--- src/rtl/spi_wcol_pkg.sv ---
package spi_wcol_pkg;

  typedef enum logic {
    REG_DATA = 1'b0,
    REG_STAT = 1'b1
  } reg_sel_e;

  // A data write collides when the serial side is committed to a byte.
  function automatic logic coll_window(input logic master, input logic cpha,
                                       input logic sel_low, input logic active);
    if (master) return active;
    if (cpha)   return active;
    return sel_low | active;
  endfunction

  // Which serial edge samples the incoming bit.
  function automatic logic sample_edge(input logic cpha, input logic lead,
                                       input logic trail);
    return cpha ? trail : lead;
  endfunction

endpackage

--- src/rtl/spi_in_sync.sv ---
module spi_in_sync #(
  parameter int         W       = 3,
  parameter int         STAGES  = 2,
  parameter logic [W-1:0] RST_VAL = '0
) (
  input  logic         clk,
  input  logic         rst_n,
  input  logic [W-1:0] d,
  output logic [W-1:0] q
);
  logic [STAGES-1:0][W-1:0] stg;

  always_ff @(posedge clk or negedge rst_n) begin
    if (!rst_n) begin
      for (int i = 0; i < STAGES; i++) stg[i] <= RST_VAL;
    end else begin
      stg[0] <= d;
      for (int i = 1; i < STAGES; i++) stg[i] <= stg[i-1];
    end
  end

  assign q = stg[STAGES-1];
endmodule

--- src/rtl/spi_shift_engine.sv ---
module spi_shift_engine
  import spi_wcol_pkg::*;
#(
  parameter int DW  = 8,
  parameter int DIV = 4
) (
  input  logic          clk,
  input  logic          rst_n,
  input  logic          cfg_master,
  input  logic          cfg_cpha,
  input  logic          ld,
  input  logic [DW-1:0] ld_data,
  input  logic          s_sck,
  input  logic          s_ss_n,
  input  logic          s_mosi,
  input  logic          miso_i,
  output logic          sck_o,
  output logic          ss_n_o,
  output logic          dout,
  output logic          active,
  output logic          byte_done,
  output logic [DW-1:0] rx_byte
);
  localparam int CW = (DIV > 1) ? $clog2(DIV) : 1;
  localparam int BW = $clog2(DW + 1);
  localparam int HW = $clog2(2 * DW + 1);

  logic [CW-1:0] divcnt;
  logic [HW-1:0] hcnt;
  logic [BW-1:0] bitcnt;
  logic [DW-1:0] shreg;
  logic          mbusy, sck_q, sck_d, in_byte;

  logic tick, lead, trail, samp_e, shft_e, sin, last_bit, start, s_sel;

  assign tick     = cfg_master & mbusy & (divcnt == CW'(DIV - 1));
  assign s_sel    = ~cfg_master & ~s_ss_n;
  assign lead     = cfg_master ? (tick & ~sck_q) : (s_sel & s_sck & ~sck_d);
  assign trail    = cfg_master ? (tick & sck_q)  : (s_sel & ~s_sck & sck_d);
  assign samp_e   = sample_edge(cfg_cpha, lead, trail);
  assign shft_e   = cfg_cpha ? lead : trail;
  assign sin      = cfg_master ? miso_i : s_mosi;
  assign last_bit = (bitcnt == BW'(DW - 1));
  assign byte_done = samp_e & last_bit;
  assign rx_byte  = {shreg[DW-2:0], sin};
  assign active   = cfg_master ? mbusy : in_byte;
  assign start    = ld & cfg_master & ~mbusy;
  assign sck_o    = sck_q;
  assign ss_n_o   = ~mbusy;

  always_ff @(posedge clk or negedge rst_n) begin
    if (!rst_n) begin
      divcnt  <= '0;
      hcnt    <= '0;
      bitcnt  <= '0;
      shreg   <= '0;
      mbusy   <= 1'b0;
      sck_q   <= 1'b0;
      sck_d   <= 1'b0;
      in_byte <= 1'b0;
      dout    <= 1'b0;
    end else begin
      sck_d <= s_sck;
      // master clock divider
      if (tick)       divcnt <= '0;
      else if (mbusy) divcnt <= divcnt + 1'b1;
      if (start) begin
        mbusy  <= 1'b1;
        sck_q  <= 1'b0;
        hcnt   <= '0;
        divcnt <= '0;
      end else if (tick) begin
        sck_q <= ~sck_q;
        hcnt  <= hcnt + 1'b1;
        if (hcnt == HW'(2 * DW - 1)) mbusy <= 1'b0;
      end
      // bit engine
      if (!cfg_master && s_ss_n) begin
        bitcnt  <= '0;
        in_byte <= 1'b0;
        dout    <= cfg_cpha ? 1'b0 : shreg[DW-1];
      end else begin
        if (lead)      in_byte <= 1'b1;
        if (byte_done) in_byte <= 1'b0;
        if (samp_e) begin
          shreg  <= rx_byte;
          bitcnt <= last_bit ? '0 : bitcnt + 1'b1;
        end
        if (shft_e) dout <= shreg[DW-1];
      end
      // accepted CPU write
      if (ld) begin
        shreg <= ld_data;
        if (cfg_master) begin
          bitcnt <= '0;
          dout   <= cfg_cpha ? 1'b0 : ld_data[DW-1];
        end
      end
    end
  end
endmodule

--- src/rtl/spi_status_flags.sv ---
module spi_status_flags #(
  parameter int DW = 8
) (
  input  logic          clk,
  input  logic          rst_n,
  input  logic          st_rd,
  input  logic          dt_rd,
  input  logic          set_done,
  input  logic          set_wcol,
  input  logic [DW-1:0] rx_in,
  output logic          done_f,
  output logic          wcol_f,
  output logic [DW-1:0] rxbuf
);
  logic armed, clr;

  // A data read clears only after a status read saw a flag set.
  assign clr = dt_rd & armed;

  always_ff @(posedge clk or negedge rst_n) begin
    if (!rst_n) begin
      done_f <= 1'b0;
      wcol_f <= 1'b0;
      armed  <= 1'b0;
      rxbuf  <= '0;
    end else begin
      done_f <= set_done | (done_f & ~clr);
      wcol_f <= set_wcol | (wcol_f & ~clr);
      if (set_done) rxbuf <= rx_in;
      if (st_rd)      armed <= done_f | wcol_f;
      else if (dt_rd) armed <= 1'b0;
    end
  end
endmodule

--- src/rtl/spi_wcol_port.sv ---
module spi_wcol_port
  import spi_wcol_pkg::*;
#(
  parameter int DW          = 8,
  parameter int DIV         = 4,
  parameter int SYNC_STAGES = 2
) (
  input  logic          clk,
  input  logic          rst_n,
  input  logic          cfg_master,
  input  logic          cfg_cpha,
  input  logic          bus_en,
  input  logic          bus_we,
  input  logic          bus_addr,
  input  logic [DW-1:0] bus_wdata,
  output logic [DW-1:0] bus_rdata,
  output logic          sck_o,
  input  logic          sck_i,
  output logic          mosi_o,
  input  logic          mosi_i,
  output logic          miso_o,
  input  logic          miso_i,
  output logic          ss_n_o,
  input  logic          ss_n_i
);
  logic [2:0]    sync_q;
  logic          s_ss_n, s_sck, s_mosi;
  logic          wr_data, dt_rd, st_rd, coll_hit, load_ok;
  logic          dout, eng_active, byte_done, done_f, wcol_f;
  logic [DW-1:0] rx_byte, rxbuf, status;

  spi_in_sync #(.W(3), .STAGES(SYNC_STAGES), .RST_VAL(3'b100)) u_sync (
    .clk(clk), .rst_n(rst_n), .d({ss_n_i, sck_i, mosi_i}), .q(sync_q)
  );
  assign {s_ss_n, s_sck, s_mosi} = sync_q;

  assign wr_data  = bus_en &  bus_we & (bus_addr == REG_DATA);
  assign dt_rd    = bus_en & ~bus_we & (bus_addr == REG_DATA);
  assign st_rd    = bus_en & ~bus_we & (bus_addr == REG_STAT);
  assign coll_hit = wr_data & coll_window(cfg_master, cfg_cpha, ~s_ss_n, eng_active);
  assign load_ok  = wr_data & ~coll_hit;

  spi_shift_engine #(.DW(DW), .DIV(DIV)) u_eng (
    .clk(clk), .rst_n(rst_n), .cfg_master(cfg_master), .cfg_cpha(cfg_cpha),
    .ld(load_ok), .ld_data(bus_wdata), .s_sck(s_sck), .s_ss_n(s_ss_n),
    .s_mosi(s_mosi), .miso_i(miso_i), .sck_o(sck_o), .ss_n_o(ss_n_o),
    .dout(dout), .active(eng_active), .byte_done(byte_done), .rx_byte(rx_byte)
  );

  spi_status_flags #(.DW(DW)) u_flags (
    .clk(clk), .rst_n(rst_n), .st_rd(st_rd), .dt_rd(dt_rd),
    .set_done(byte_done), .set_wcol(coll_hit), .rx_in(rx_byte),
    .done_f(done_f), .wcol_f(wcol_f), .rxbuf(rxbuf)
  );

  assign status    = {done_f, wcol_f, {(DW-2){1'b0}}};
  assign bus_rdata = (bus_addr == REG_STAT) ? status : rxbuf;
  assign mosi_o    = cfg_master & dout;
  assign miso_o    = ~cfg_master & ~s_ss_n & dout;
endmodule

--- config.mk ---
export PLATFORM = sky130hd
export DESIGN_NAME = spi_wcol_port
export DESIGN_NICKNAME = d
export VERILOG_FILES = /design/src/rtl/spi_wcol_pkg.sv /design/src/rtl/spi_in_sync.sv /design/src/rtl/spi_shift_engine.sv /design/src/rtl/spi_status_flags.sv /design/src/rtl/spi_wcol_port.sv
export SDC_FILE = /design/constraint.sdc
export NUM_CORES = 1
export LEC_CHECK = 0
export BUFFER_PORTS_ARGS = -buffer_cell sky130_fd_sc_hd__buf_2
export CAP_MARGIN = 20
export CORE_MARGIN = 3
export CORE_UTILIZATION = 57
export CTS_CLUSTER_SIZE = 16
export DETAILED_ROUTE_END_ITERATION = 8
export PLACE_DENSITY = 0.81
export REMOVE_ABC_BUFFERS = 1
export SYNTH_ARGS = -nofsm -noshare
export SYNTH_HDL_FRONTEND = slang
export SYNTH_HIERARCHICAL = 1
export SYNTH_SLANG_ARGS = --single-unit
--- constraint.sdc ---
create_clock -name clk -period 2.4 [get_ports clk]
set_input_delay 0.24 -clock clk [delete_from_list [all_inputs] [get_ports clk]]
set_output_delay 0.24 -clock clk [all_outputs]
set_load 0.1 [all_outputs]
==> impl_metrics.csv <==
group,metric,value,unit
place,placed_area,0.002476,mm2
floorplanning,dieWidth,70.12,um
clocking,clkSinkCount,41,
sta,final-max-slew-violation-count,0,
power,power_density,1042,mW/mm2
route,wl,4.375,mm
sta,hold_violations,0,
setup_path,crit_path_end_kind,"flop",
global_route,grt_pass1_vias,1585,
power,max-vdd-ir-drop,0.4955,mV
setup_path,worst-path-max-fanout,9,
clocking,root_buffer,"clkbuf_8",
sta,fmax,462.5,MHz
yosys,ys_types,45,
route,vias_per_cell,5.620,
route,vias,1613,
global_route,grt.total_usage,0.1919,
yosys,synth_seq_cells,41,
yosys,syn_area_per_cell,10.95,um2
sta,worstMarginPinSlew,0.9074,ns
global_route,grt_max_degree,42,
setup_path,arrival,2.35,ns
route,dr.pass1.iters,4,
global_route,grt_pass1_wl,7.431,mm
place,io_buffers,30,
setup_path,start_kind,"flop",
clocking,cts_buffers,5,
yosys,syn_inst,214,
clocking,cts_tree,"done",
yosys,post-synth-top-count-cell,"dfrtp_1",
power,switching_share,0.4173,
power,combinationalPowerShare,0.427,
sta,setup_violations,0,
clocking,clock_latency,0.30,ns
clocking,cts_setup_buffers,0,
floorplanning,dieArea,0.004917,mm2
place,dp.cells,279,
floorplanning,start_util,0.6169,
sta,timing.final.crit_share,0.9010,
sta,fin_skew,0.006717,ns
yosys,syn_area,0.002343,mm2
sta,finalSetupTns,0,ns
floorplanning,core_area,0.003799,mm2
power,power,2.666,mW
clocking,holdBufCountCts,0,
final_layout,nNetsFinal,261,
power,pwr-share-seq,0.410,
final_layout,antennaDiodeCount,0,
yosys,synthFlopType,"dfrtp_1",
floorplanning,die_height,70.12,um
final_layout,layoutNonFillerInstCount,287,
yosys,yosysSeqAreaShare,0.4389,
place,dp_hpwl,3.188,mm
clocking,clock_path_buffers,2,
worst_hold_path,hp-class,"input port to flop",
power,switchingPower,1.112,mW
power,p_int,1.553,mW
run_status,status,"finished, final reports clean",
sta,fin_crit,2.162,ns
sta,rsz0062_at_grt,"no",
yosys,synth_top_cells_by_count,"39 x dfrtp_1, 22 x nand2_1, 16 x mux2i_1",
sta,whs,0.03124,ns
route,antenna_left,0,
place,gp_congestion,0.8505,
yosys,synth_area_leader_cell,"dfrtp_1",
power,leakagePower,1.237,nW
sta,max-slew-margin-rel,0.3951,
route,drt-initial-drc-count,96,
global_route,grt-ovfl-total,0,
floorplanning,placementRows,22,
flow_run,cap_violations,0,
yosys,yosys_warnings,6,
clocking,path_clk_slew,0.08,ns
yosys,synth_top_area_share,0.4164,
final_layout,stdcell_area,0.002559,mm2
yosys,synth_async_sr_flop_share,1.000,
final_layout,drive_gt1_frac,0.3347,
yosys,synth_area_leaders,"dfrtp_1 42%, mux2i_1 6.8%, mux2_2 5.3%, mux2_4 5.1%, a221oi_2 4.5%",
global_route,antenna_found_initial,0,
yosys,synth_enable_flop_cells,0,
final_layout,nFillCells,315,
route,drc,0,
clocking,ctsHtreeMaxLevel,2,
floorplanning,ios,31,
setup_path,critPathRequiredTime,2.59,ns
power,clkPwrFrac,0.164,
setup_path,path_class,"flop to flop",
final_layout,area_delta_synth_final,9.183,%
clocking,cts_resized,0,
route,drt-wirelength-per-cell,15.24,um
final timing paths:
check / start / to / slack (ns) / depth (start not counted)
max in group asynchronous: rst_n / u_eng/shreg[3]$_DFFE_PN0P_ / 1.77 / 1
worst min-delay path: ss_n_i / u_sync/stg[2]$_DFF_PN1_ / 0.03 / 1
worst max-delay path: u_sync/q[1]$_DFF_PN0_ / u_flags/rxbuf[3]$_DFFE_PN0P_ / 0.24 / 6
worst max register to register: u_sync/q[1]$_DFF_PN0_ / u_flags/rxbuf[3]$_DFFE_PN0P_ / 0.24 / 6
min in group asynchronous: rst_n / u_flags/rxbuf[0]$_DFFE_PN0P_ / 0.07 / 1
worst min register to register: u_sync/stg[2]$_DFF_PN1_ / u_sync/q[2]$_DFF_PN1_ / 0.36 / 0
critical path, stage by stage, from the launching register on:
cell	delay, ns
dfrtp_1	0.40
or4b_4	0.59
nand3_1	0.17
nand2_1	0.13
nor3_1	0.20
buf_4	0.24
mux2_4	0.32
sequential cells by signal, indices dropped and copies added, names as in the netlist:
| register | flops |
|---|---|
| u_eng/sck_o | 1 |
| u_eng/bitcnt | 4 |
| u_flags/armed | 1 |
| u_sync/stg | 3 |
| u_eng/hcnt | 5 |
| u_flags/rxbuf | 8 |
| u_flags/done_f | 1 |
| u_eng/divcnt | 2 |
| u_eng/mbusy | 1 |
| u_flags/wcol_f | 1 |
| u_eng/in_byte | 1 |
| u_eng/sck_d | 1 |
| u_eng/shreg | 8 |
| u_sync/q | 3 |
| u_eng/dout | 1 |
stage by stage:
| stage | util | setup WS, ns |
|---|---|---|
| after global routing | 0.6736 | 0.1401 |
| after CTS | 0.6736 | 0.2288 |
| after floorplan | - | -0.7771 |
| after global placement | 0.6518 | 0.2214 |
| final | 0.6736 | 0.2376 |
| after detailed placement | 0.6518 | 0.1736 |
cell usage in the layout, fill, tap and decap left out, types with 7 or more instances in the layout:
cell      instances
mux2_4            8
mux2_2           11
a221oi_2          7
nor2b_1           9
nand2_1          22
inv_1            11
o21ai_0           8
mux2i_1          16
buf_2            30
dfrtp_1          39
nor2_1           13
cell families after synthesis:
logic type / after synthesis / share of synthesized area
AO/OA/AOI/OAI: 30 / 0.1111
adder cells (fa/ha/maj): 4 / 0.02136
buffers and inverters: 30 / 0.07208
flip-flops: 41 / 0.4389
multiplexers: 37 / 0.1821
AND/OR/NAND/NOR: 72 / 0.1746
per-layer routing:
layer / vias up / part of all wire / track usage
li1: 794 / - / -
met1: 780 / 0.49 / 0.2793
met2: 32 / 0.44 / 0.2728
met3: 7 / 0.047 / 0.03885
met4: 0 / 0.020 / 0.08936
met5: - / 0 / 0
layout make-up:
class	instances	area (um2)	share of cell area
repair buffers	36	195.2	0.07628
multi-input cells	143	1151	0.4499
inverters	11	41.29	0.01614
flip-flops and latches	41	1028	0.4020
well taps	48	60.06	0.02347
clock inverters	2	10.01	0.003912
clock buffers	6	72.57	0.02836
power groups by stage:
stage	clock, mW	combinational, mW	sequential (mW)
final	0.437	1.14	1.09
after global routing	0.474	1.25	1.12
after CTS	0.447	1.14	1.09
after detailed placement	0	1.14	1.10
after global placement	0	1.10	1.09
after floorplan	0	0.850	1.11
No activity file was read; power rests on OpenSTA's default activity.
